`config.mk`:
```
export PLATFORM = sky130hd
export DESIGN_NAME = seg_translator
export DESIGN_NICKNAME = d
export VERILOG_FILES = /design/src/rtl/segx_pkg.sv /design/src/rtl/seg_desc_unpack.sv /design/src/rtl/seg_limit_chk.sv /design/src/rtl/seg_real_addr.sv /design/src/rtl/seg_fetch_ctl.sv /design/src/rtl/seg_translator.sv
export SDC_FILE = /design/constraint.sdc
export NUM_CORES = 1
export LEC_CHECK = 0
export BUFFER_PORTS_ARGS = -buffer_cell sky130_fd_sc_hd__buf_2
export CAP_MARGIN = 20
export CORE_MARGIN = 5
export CORE_UTILIZATION = 56
export CTS_CLUSTER_DIAMETER = 120
export CTS_CLUSTER_SIZE = 25
export DETAILED_ROUTE_END_ITERATION = 6
export GPL_TIMING_DRIVEN = 0
export PLACE_DENSITY = 0.89
export SETUP_SLACK_MARGIN = 0.15
export SLEW_MARGIN = 20
export SYNTH_ARGS = -nofsm -noshare
export SYNTH_HDL_FRONTEND = slang
export SYNTH_SLANG_ARGS = --single-unit
```
`constraint.sdc`:
```
create_clock -name clk -period 4.6 [get_ports clk]
set_clock_uncertainty 0.15 [all_clocks]
set_input_delay 0.23 -clock clk [delete_from_list [all_inputs] [get_ports clk]]
set_output_delay 0.23 -clock clk [all_outputs]
set_load 0.01 [all_outputs]
```
`src/rtl/segx_pkg.sv`:
```
`timescale 1ns/1ps
package segx_pkg;
   typedef enum logic [1:0] {
      FLT_NONE   = 2'd0,
      FLT_ABSENT = 2'd1,
      FLT_LIMIT  = 2'd2
   } seg_fault_e;

   typedef enum logic [2:0] {
      ST_IDLE,
      ST_RD_LO,
      ST_WT_LO,
      ST_RD_HI,
      ST_WT_HI,
      ST_DONE
   } seg_state_e;

   typedef struct packed {
      logic [31:0] base;
      logic [19:0] lim;
      logic        present;
      logic        gran;
   } seg_desc_t;
endpackage

```
`src/rtl/seg_desc_unpack.sv`:
```
`timescale 1ns/1ps
module seg_desc_unpack
   import segx_pkg::*;
#(
   parameter int WORD_W  = 32,
   parameter int P_BIT   = 15,
   parameter int G_BIT   = 23
) (
   input  logic [WORD_W-1:0] lo_word,
   input  logic [WORD_W-1:0] hi_word,
   output seg_desc_t         desc
);
   logic unused_attr;

   always_comb begin
      desc.base    = {hi_word[31:24], hi_word[7:0], lo_word[31:16]};
      desc.lim     = {hi_word[19:16], lo_word[15:0]};
      desc.present = hi_word[P_BIT];
      desc.gran    = hi_word[G_BIT];
   end

   assign unused_attr = ^{hi_word[22:20], hi_word[14:8]};

   if (WORD_W != 32) begin : g_bad_word
      $error("seg_desc_unpack: descriptor words must be 32 bits");
   end
endmodule

```
`src/rtl/seg_limit_chk.sv`:
```
`timescale 1ns/1ps
module seg_limit_chk #(
   parameter int ADDR_W     = 32,
   parameter int LIM_W      = 20,
   parameter int GRAN_SHIFT = 12
) (
   input  logic [ADDR_W-1:0] off,
   input  logic [LIM_W-1:0]  lim,
   input  logic              gran,
   output logic              over
);
   localparam int EFF_W = LIM_W + GRAN_SHIFT;

   logic [EFF_W-1:0] eff_lim;

   always_comb begin
      if (gran)
         eff_lim = {lim, {GRAN_SHIFT{1'b1}}};
      else
         eff_lim = EFF_W'(lim);
      over = (off > eff_lim);
   end

   if (EFF_W != ADDR_W) begin : g_bad_eff
      $error("seg_limit_chk: scaled limit width must equal address width");
   end
endmodule

```
`src/rtl/seg_real_addr.sv`:
```
`timescale 1ns/1ps
module seg_real_addr #(
   parameter int SEL_W     = 16,
   parameter int ADDR_W    = 32,
   parameter int RM_SHIFT  = 4,
   parameter int RM_ADDR_W = 20,
   parameter bit REAL_WRAP = 1'b1
) (
   input  logic [SEL_W-1:0]     sel,
   input  logic [RM_ADDR_W-1:0] off,
   output logic [ADDR_W-1:0]    lin
);
   localparam int SUM_W = RM_ADDR_W + 1;

   logic [SUM_W-1:0] sum;

   assign sum = SUM_W'({sel, {RM_SHIFT{1'b0}}}) + SUM_W'(off);

   if (REAL_WRAP) begin : g_wrap
      assign lin = ADDR_W'(sum[RM_ADDR_W-1:0]);
   end else begin : g_carry
      assign lin = ADDR_W'(sum);
   end

   if (SEL_W + RM_SHIFT != RM_ADDR_W) begin : g_bad_rm
      $error("seg_real_addr: shifted selector must fill the legacy address");
   end
endmodule

```
`src/rtl/seg_fetch_ctl.sv`:
```
`timescale 1ns/1ps
module seg_fetch_ctl
   import segx_pkg::*;
#(
   parameter int ADDR_W = 32,
   parameter int WORD_W = 32
) (
   input  logic              clk,
   input  logic              rst_n,
   input  logic              start_prot,
   input  logic              start_real,
   input  logic [ADDR_W-1:0] desc_addr,
   input  logic              mem_gnt,
   input  logic              mem_rvalid,
   input  logic [WORD_W-1:0] mem_rdata,
   output logic              mem_req,
   output logic [ADDR_W-1:0] mem_addr,
   output logic [WORD_W-1:0] lo_q,
   output logic [WORD_W-1:0] hi_q,
   output logic              idle,
   output logic              done
);
   localparam int STEP = WORD_W / 8;

   seg_state_e        state;
   logic [ADDR_W-1:0] addr_q;

   always_ff @(posedge clk) begin
      if (!rst_n) begin
         state  <= ST_IDLE;
         addr_q <= '0;
         lo_q   <= '0;
         hi_q   <= '0;
      end else begin
         unique case (state)
            ST_IDLE: begin
               if (start_prot) begin
                  state  <= ST_RD_LO;
                  addr_q <= desc_addr;
               end else if (start_real) begin
                  state <= ST_DONE;
               end
            end
            ST_RD_LO: if (mem_gnt) state <= ST_WT_LO;
            ST_WT_LO: begin
               if (mem_rvalid) begin
                  lo_q  <= mem_rdata;
                  state <= ST_RD_HI;
               end
            end
            ST_RD_HI: if (mem_gnt) state <= ST_WT_HI;
            ST_WT_HI: begin
               if (mem_rvalid) begin
                  hi_q  <= mem_rdata;
                  state <= ST_DONE;
               end
            end
            ST_DONE: state <= ST_IDLE;
            default: state <= ST_IDLE;
         endcase
      end
   end

   assign mem_req  = (state == ST_RD_LO) || (state == ST_RD_HI);
   assign mem_addr = (state == ST_RD_HI) ? addr_q + ADDR_W'(STEP) : addr_q;
   assign idle     = (state == ST_IDLE);
   assign done     = (state == ST_DONE);
endmodule

```
`src/rtl/seg_translator.sv`:
```
`timescale 1ns/1ps
module seg_translator
   import segx_pkg::*;
#(
   parameter int ADDR_W     = 32,
   parameter int SEL_W      = 16,
   parameter int WORD_W     = 32,
   parameter int LIM_W      = 20,
   parameter int GRAN_SHIFT = 12,
   parameter int DESC_BYTES = 8,
   parameter int RM_SHIFT   = 4,
   parameter int RM_ADDR_W  = 20,
   parameter bit REAL_WRAP  = 1'b1
) (
   input  logic              clk,
   input  logic              rst_n,
   input  logic              req_valid,
   output logic              req_ready,
   input  logic              req_prot,
   input  logic [SEL_W-1:0]  req_sel,
   input  logic [ADDR_W-1:0] req_off,
   input  logic [ADDR_W-1:0] gtab_base,
   input  logic [ADDR_W-1:0] ltab_base,
   output logic              mem_req,
   input  logic              mem_gnt,
   output logic [ADDR_W-1:0] mem_addr,
   input  logic              mem_rvalid,
   input  logic [WORD_W-1:0] mem_rdata,
   output logic              res_valid,
   output logic [ADDR_W-1:0] res_lin,
   output logic [1:0]        res_fault
);
   localparam int DESC_SHIFT = $clog2(DESC_BYTES);
   localparam int TI_BIT     = 2;
   localparam int IDX_LSB    = TI_BIT + 1;

   logic              accept;
   logic              idle;
   logic              done;
   logic              cap_prot;
   logic [SEL_W-1:0]  cap_sel;
   logic [ADDR_W-1:0] cap_off;
   logic [ADDR_W-1:0] tab_base;
   logic [ADDR_W-1:0] desc_addr;
   logic [WORD_W-1:0] lo_q;
   logic [WORD_W-1:0] hi_q;
   seg_desc_t         desc;
   logic              over;
   logic [ADDR_W-1:0] real_lin;
   seg_fault_e        flt;

   assign req_ready = idle;
   assign accept    = req_valid && idle;
   assign tab_base  = req_sel[TI_BIT] ? ltab_base : gtab_base;
   assign desc_addr = tab_base + (ADDR_W'(req_sel[SEL_W-1:IDX_LSB]) << DESC_SHIFT);

   always_ff @(posedge clk) begin
      if (!rst_n) begin
         cap_prot <= 1'b0;
         cap_sel  <= '0;
         cap_off  <= '0;
      end else if (accept) begin
         cap_prot <= req_prot;
         cap_sel  <= req_sel;
         cap_off  <= req_off;
      end
   end

   seg_fetch_ctl #(.ADDR_W(ADDR_W), .WORD_W(WORD_W)) u_fetch (
      .clk        (clk),
      .rst_n      (rst_n),
      .start_prot (accept && req_prot),
      .start_real (accept && !req_prot),
      .desc_addr  (desc_addr),
      .mem_gnt    (mem_gnt),
      .mem_rvalid (mem_rvalid),
      .mem_rdata  (mem_rdata),
      .mem_req    (mem_req),
      .mem_addr   (mem_addr),
      .lo_q       (lo_q),
      .hi_q       (hi_q),
      .idle       (idle),
      .done       (done)
   );

   seg_desc_unpack #(.WORD_W(WORD_W)) u_unpack (
      .lo_word (lo_q),
      .hi_word (hi_q),
      .desc    (desc)
   );

   seg_limit_chk #(.ADDR_W(ADDR_W), .LIM_W(LIM_W), .GRAN_SHIFT(GRAN_SHIFT)) u_lim (
      .off  (cap_off),
      .lim  (desc.lim),
      .gran (desc.gran),
      .over (over)
   );

   seg_real_addr #(
      .SEL_W(SEL_W), .ADDR_W(ADDR_W), .RM_SHIFT(RM_SHIFT),
      .RM_ADDR_W(RM_ADDR_W), .REAL_WRAP(REAL_WRAP)
   ) u_real (
      .sel (cap_sel),
      .off (cap_off[RM_ADDR_W-1:0]),
      .lin (real_lin)
   );

   always_comb begin
      if (!cap_prot)
         flt = FLT_NONE;
      else if (!desc.present)
         flt = FLT_ABSENT;
      else if (over)
         flt = FLT_LIMIT;
      else
         flt = FLT_NONE;
   end

   assign res_valid = done;
   assign res_fault = flt;
   assign res_lin   = !cap_prot ? real_lin :
                      (flt != FLT_NONE) ? '0 : desc.base + cap_off;

   if (ADDR_W != 32 || SEL_W != 16) begin : g_bad_fmt
      $error("seg_translator: descriptor format needs 32-bit addresses and 16-bit selectors");
   end
endmodule

```
==> run_results.csv, run 1 <==
group,metric,value,unit
drt,firstDrtPassIters,7,
worst_setup_path,critPathLaunchType,"flip-flop",
yosys,synthArstFlopShare,0,
grt,antenna_found_initial,0,
layout,antenna_cells,0,
grt,groute.usage.overall,0.353,
yosys,synth.ff_latch_count,138,
min_path,hold_path.class,"primary input to flip-flop",
layout,multi_input_area,0.00692,mm²
outcome,status,"finished, violations left",
min_path,holdPathEnd,"u_fetch.addr_q[1]",
placed_design,place.gp.congestion,0.983,
timing,fmax,235,MHz
layout,layout_commonest_cell,"nand2_1",
yosys,syn_area_per_cell,7.53,µm²
timing,finalWorstPathRequiredPeriod,4260,ps
yosys,synth-edff-count,0,
cts,cts_sinks,138,
pwr,p_per_area,302,mW/mm²
die,die_area,0.0207,mm²
worst_setup_path,rr_endpoint,"cap_off[18]",
die,die_w,144,µm
layout,fillers,1322,
die,pin_count,219,
drt,remaining_drc_errors,5,
timing,tns,0,ps
yosys,synth_top_area_frac,0.275,
drt,ant_nets,0,
yosys,synthTopCellsByArea,"dfxtp_1 (27%), ha_1 (11%), nand2_1 (11%)",
drt,wl_met3,4150,µm
min_path,hold_start,"gtab_base[1]",
drt,routed.top_layer,"met4",
layout,drive_above_1_share,0.179,
worst_setup_path,arrival,3880,ps
min_path,holdPathStages,3,
timing,maxSlewHeadroom,0.364,
cts,cts_tree,"built",
drt,wirelength,37300,µm
yosys,synth_area_leader_cell,"dfxtp_1",
worst_setup_path,slowest_stage,"o31ai_2",
timing,hold_viol,1,
yosys,synth_fa_ha_area_frac,0.121,
cts,clk_pin_slew,60,ps
timing,grt_setup_unrepaired,"false",
timing,maxSlewViolCount,0,
worst_setup_path,max_stage_delay,350,ps
die,core-area,0.0178,mm²
worst_setup_path,r2r_setup_slack,1540,ps
drt,wl_per_cell,19.7,µm
yosys,syn_area,0.0101,mm²
cts,cts_buffers,17,
yosys,yosys.cell_types.count,67,
worst_setup_path,cp_max_fo,10,
drt,wl_met1,14000,µm
placed_design,dp_cells,1781,
yosys,synth-compound-area-share,0.209,
worst_setup_path,cp-end-kind,"output port",
yosys,synth.net_count,1580,
layout,final_cell_mix,"nand2_1 (290), buf_2 (220), a21oi_1 (167), dfxtp_1 (138), ha_1 (92)",
die,fp-row-count,49,
drt,dr_wl_met2,16900,µm
grt,overflow,0,
flow_run,cap_violations,0,
die,start_util,0.563,
yosys,yosysSeqAreaShare,0.275,
drt,drtIter0Drc,1469,
timing,tightestPinTransition,947,ps
drt,vias,11800,
grt,grt_pass1_wl,57800,µm
timing,holdWs,-0.251,ps
yosys,synth_top_family_by_area,"simple AND/OR/NAND/NOR gates",
worst_setup_path,required,4220,ps
grt,grt_pass1_vias,11500,
cts,clk_latency,420,ps
grt,grt_max_degree,17,
worst_setup_path,rr_startpoint,"u_fetch.state[0]",
timing,timing.final.crit_share,0.925,
cts,clockRootBuffer,"clkbuf_16",
worst_setup_path,path_cells,"clkbuf_2, buf_4, mux2i_1, ha_1, and3_1, a221oi_1, o21ai_0, a21o_1, a211o_1, a21o_1, buf_2, o31ai_2, buf_2",
die,fp.dieH,144,µm
cts,clockBufferDepth,2,
layout,area_delta_synth_final,28.1,%
drt,routed_via_density,6.22,
yosys,synth_xor_area_frac,0.0706,
layout,stdcell_count,1891,
placed_design,hpwl,26700,µm
pwr,peakVddDrop,0.301,mV
cts,htree_num_levels,4,
pwr,p_leak,5.63,nW
layout,seq_area,0.00276,mm²
timing,finalSetupViolCount,0,
yosys,yosys-mux-area-fraction,0.0439,
placed_design,io_buffers,217,
outcome,violations,"design-rule violations, negative hold slack",
yosys,netlist_instances,1335,
yosys,ys_warn_count,0,
yosys,ys.flop_type,"dfxtp_1",
yosys,synth-simple-area-share,0.242,
worst_setup_path,crit_type,"flip-flop to output port",
worst_setup_path,r2r_cells,8,
layout,final_nets,1895,
==> what timing repair did <==
action	4_1_cts	5_1_grt
setup endpoints to repair	24	38
hold endpoints to repair	103	0
resized for setup	5	9
setup buffers	0	0
pin swaps	0	0
hold buffers	80	0
==> worst max-delay path, delay by kind of cell, from the launching register on <==
kind | cells | cell delay (ps)
buffers and inverters | 4 | 840
flip-flops | 1 | 310
AO/OA/AOI/OAI | 6 | 1520
adder cells (fa/ha/maj) | 1 | 290
multiplexers | 1 | 280
AND/OR/NAND/NOR | 1 | 210
==> state kept, by name (all words and copies together) (netlist names) <==
| register | count |
|---|---|
| cap_sel | 16 |
| u_fetch.addr_q | 32 |
| u_fetch.state | 3 |
| u_fetch.lo_q | 32 |
| cap_prot | 1 |
| cap_off | 32 |
| u_fetch.hi_q | 22 |
==> where the power goes <==
part           switching [mW]  internal [mW]
clock                   0.541          0.933
combinational           0.616          0.436
sequential             0.0923           1.27
total                    1.25           2.64
==> area by class of cell <==
class / count / area share
plain buffers: 72 / 0.0239
clock buffers: 20 / 0.0355
clock inverters: 11 / 0.0132
inverters: 23 / 0.00671
multi-input cells: 1101 / 0.537
flip-flops and latches: 138 / 0.215
well taps: 229 / 0.0223
repair buffers: 297 / 0.147
==> logic make-up (layout without fill, tap and decap cells) <==
logic type,count (synthesis),count (layout)
XOR/XNOR,81,81
multiplexers,42,42
AO/OA/AOI/OAI,348,348
AND/OR/NAND/NOR,535,535
adder cells (fa/ha/maj),95,95
buffers and inverters,96,423
flip-flops,138,138
==> cells in the mapped netlist (23+ instances only) <==
cell,count
clkbuf_1,65
inv_1,23
o21ai_0,45
nand3_1,42
nor2_1,77
ha_1,92
a21oi_1,167
nand2_1,290
mux2i_1,25
xnor2_1,50
a21o_1,33
xor2_1,31
dfxtp_1,138
==> through the flow <==
step | util | cell area (µm²) | power, mW | worst slack, ps | hold WS (ps)
floorplan | - | 10100 | 1.98 | 876 | 216
global placement | 0.640 | 11400 | 2.29 | -1.01 | 296
detailed placement | 0.640 | 11400 | 2.32 | -128 | 303
CTS | 0.721 | 12900 | 3.82 | 164 | 1.45
global route | 0.722 | 12900 | 4.03 | 194 | 18.8
finish | 0.722 | 12900 | 3.89 | 344 | -0.251
==> worst max-delay path by stage <==
stage,start,endpoint,slack (ps),cells after the start
floorplan,req_sel[2],u_fetch.addr_q[22],880,14
global placement,req_sel[2],u_fetch.addr_q[21],-1,14
detailed placement,req_sel[2],u_fetch.addr_q[21],-130,14
CTS,u_fetch.hi_q[23],res_lin[7],160,13
global route,u_fetch.hi_q[23],res_lin[1],190,13
finish,u_fetch.hi_q[23],res_lin[7],340,13
==> layer usage <==
metal / GRT usage / up-vias
met5: 0 / -
met4: 0.174 / 0
met3: 0.0916 / 232
met2: 0.567 / 799
met1: 0.438 / 5360
li1: - / 5363
Power figures use the tool's default switching activity.
==> run 2: changes to the inputs <==
--- a/config.mk
+++ b/config.mk
@@ -5,7 +5,7 @@
 export SDC_FILE = /design/constraint.sdc
 export NUM_CORES = 1
 export LEC_CHECK = 0
-export BUFFER_PORTS_ARGS = -buffer_cell sky130_fd_sc_hd__buf_2
+export BUFFER_PORTS_ARGS = -buffer_cell sky130_fd_sc_hd__buf_4
 export CAP_MARGIN = 20
 export CORE_MARGIN = 5
 export CORE_UTILIZATION = 56
==> run 2 against run 1 <==
Effect of this change:
- the flow finishes with violations (design-rule violations)
- sequential share of layout area down 0.86 points
- sequential power about the same
- maximum frequency down 3.1%
- cell count up 0.11%
- global-route usage down 0.083 points
- count of clock-buffer cells in the layout unchanged
- wire length down 0.28%
- worst setup slack worse by 140 ps
- clock power about the same
- critical endpoint unchanged
- largest power group unchanged
==> run_results.csv, run 2 (synthesis gave the netlist of run 1 again) <==
group,metric,value,unit
die,fp.dieH,144,µm
pwr,net-switching-power,1.25,mW
drt,wl_per_cell,19.7,µm
drt,wirelength,37200,µm
layout,final_nets,1895,
flow_run,cap_violations,0,
die,die_w,144,µm
grt,antenna_found_initial,1,
cts,cts_buffers,17,
layout,area_delta_synth_final,33.4,%
cts,cts_sinks,138,
drt,drtIter0Drc,1257,
min_path,hold_path.class,"primary input to flip-flop",
die,core-area,0.0178,mm²
grt,grt_pass1_wl,57400,µm
pwr,switching_share,0.318,
die,start_util,0.563,
placed_design,io_buffers,217,
cts,cts_tree,"built",
worst_setup_path,crit_type,"flip-flop to output port",
timing,timing.final.crit_share,0.954,
pwr,p_comb_frac,0.283,
layout,fin_area,0.0134,mm²
layout,fillers,1258,
grt,grt_pass1_vias,11400,
timing,tightestPinTransition,906,ps
timing,holdWs,5.53,ps
drt,remaining_drc_errors,10,
timing,finalSetupViolCount,0,
cts,post_cts_buffers,0,
pwr,intPower,2.69,mW
die,pin_count,219,
timing,fmax,228,MHz
timing,grt_setup_unrepaired,"true",
drt,ant_nets,0,
cts,htree_num_levels,4,
cts,clockRootBuffer,"clkbuf_16",
grt,overflow,0,
worst_setup_path,required,4220,ps
timing,finalWorstPathRequiredPeriod,4390,ps
drt,vias,11800,
pwr,p_seq_frac,0.346,
timing,tns,0,ps
layout,layout_commonest_cell,"nand2_1",
pwr,p_per_area,294,mW/mm²
pwr,peakVddDrop,0.271,mV
pwr,p_clk_frac,0.371,
timing,maxSlewViolCount,0,
cts,clockBufferDepth,2,
worst_setup_path,critPathLaunchType,"flip-flop",
grt,groute.usage.overall,0.352,
worst_setup_path,cp_max_fo,10,
placed_design,hpwl,27100,µm
outcome,status,"finished, violations left",
outcome,violations,"design-rule violations",
placed_design,dp_cells,1781,
die,fp-row-count,49,
layout,reg_top3,"cap_off x32, u_fetch.addr_q x32, u_fetch.lo_q x32",
worst_setup_path,arrival,4010,ps
worst_setup_path,cp-end-kind,"output port",
placed_design,placed_area,0.0120,mm²
drt,routed_via_density,6.21,
cts,clk_pin_slew,60,ps
timing,hold_viol,0,
grt,grt_max_degree,17,
layout,drive_above_1_share,0.177,
layout,stdcell_count,1893,
layout,final_util,0.752,
pwr,p_leak,5.74,nW
layout,final_cell_mix,"nand2_1 (290), buf_4 (219), a21oi_1 (167), dfxtp_1 (138), ha_1 (92)",
die,die_area,0.0207,mm²
placed_design,place.gp.congestion,0.968,
cts,clk_latency,420,ps
drt,firstDrtPassIters,7,
timing,maxSlewHeadroom,0.392,
## run 2: cell type report
type                       count  area (µm²)  share of cell area
inverter                      23        86.3             0.00644
antenna                        2        5.00            0.000373
clock inverter                11         170              0.0127
clock buffer                  20         447              0.0333
buffer                        72         305              0.0228
multi-input combinational   1101        6920               0.516
tap                          229         287              0.0214
sequential                   138        2760               0.206
timing repair buffer         297        2430               0.181
## run 2: repair_timing
| item | in CTS | in global routing |
|---|---|---|
| resized for setup | 4 | 7 |
| hold endpoints to repair | 102 | 0 |
| setup endpoints to repair | 25 | 28 |
| hold buffers | 80 | 0 |
| cloned | 0 | 0 |
## run 2: metal layers
metal / vias to the layer above / wire length [µm] / track usage
li1: 5375 / - / -
met1: 5440 / 14200 / 0.444
met2: 777 / 17100 / 0.577
met3: 161 / 4100 / 0.0804
met4: 0 / 1790 / 0.154
met5: - / 0 / 0
## run 2: worst paths after layout
kind	cells after the start	end	startpoint	slack [ps]
worst max register to register	8	cap_off[18]	u_fetch.state[0]	1720
worst max-delay path	13	res_lin[7]	u_fetch.hi_q[23]	210
worst min register to register	2	cap_sel[8]	cap_sel[8]	320
worst min-delay path	3	u_fetch.addr_q[1]	gtab_base[1]	6
## run 2: power groups by stage
stage	Combinational (mW)	Sequential, mW	Clock [mW]
floorplan	0.633	1.35	0
global placement	0.980	1.38	0
detailed placement	1.00	1.38	0
CTS	1.07	1.36	1.45
global route	1.20	1.37	1.50
finish	1.12	1.36	1.46
## run 2: stage by stage
stage                     worst slack [ps]  total power, mW
final                                  209             3.94
after global routing                  90.5             4.08
after detailed placement             -70.8             2.38
after CTS                              182             3.88
after global placement                5.53             2.36
after floorplan                        876             1.98
## run 2: critical path, stage by stage (launching register included)
cell and delay, ps:
dfxtp_1 310, clkbuf_1 240, clkbuf_4 310, mux2i_1 290, ha_1 290, and3_1 210, a221oi_1 290, o21ai_0 140
a21o_1 180, a211o_1 270, a21o_1 240, buf_2 260, o31ai_2 380, buf_4 190
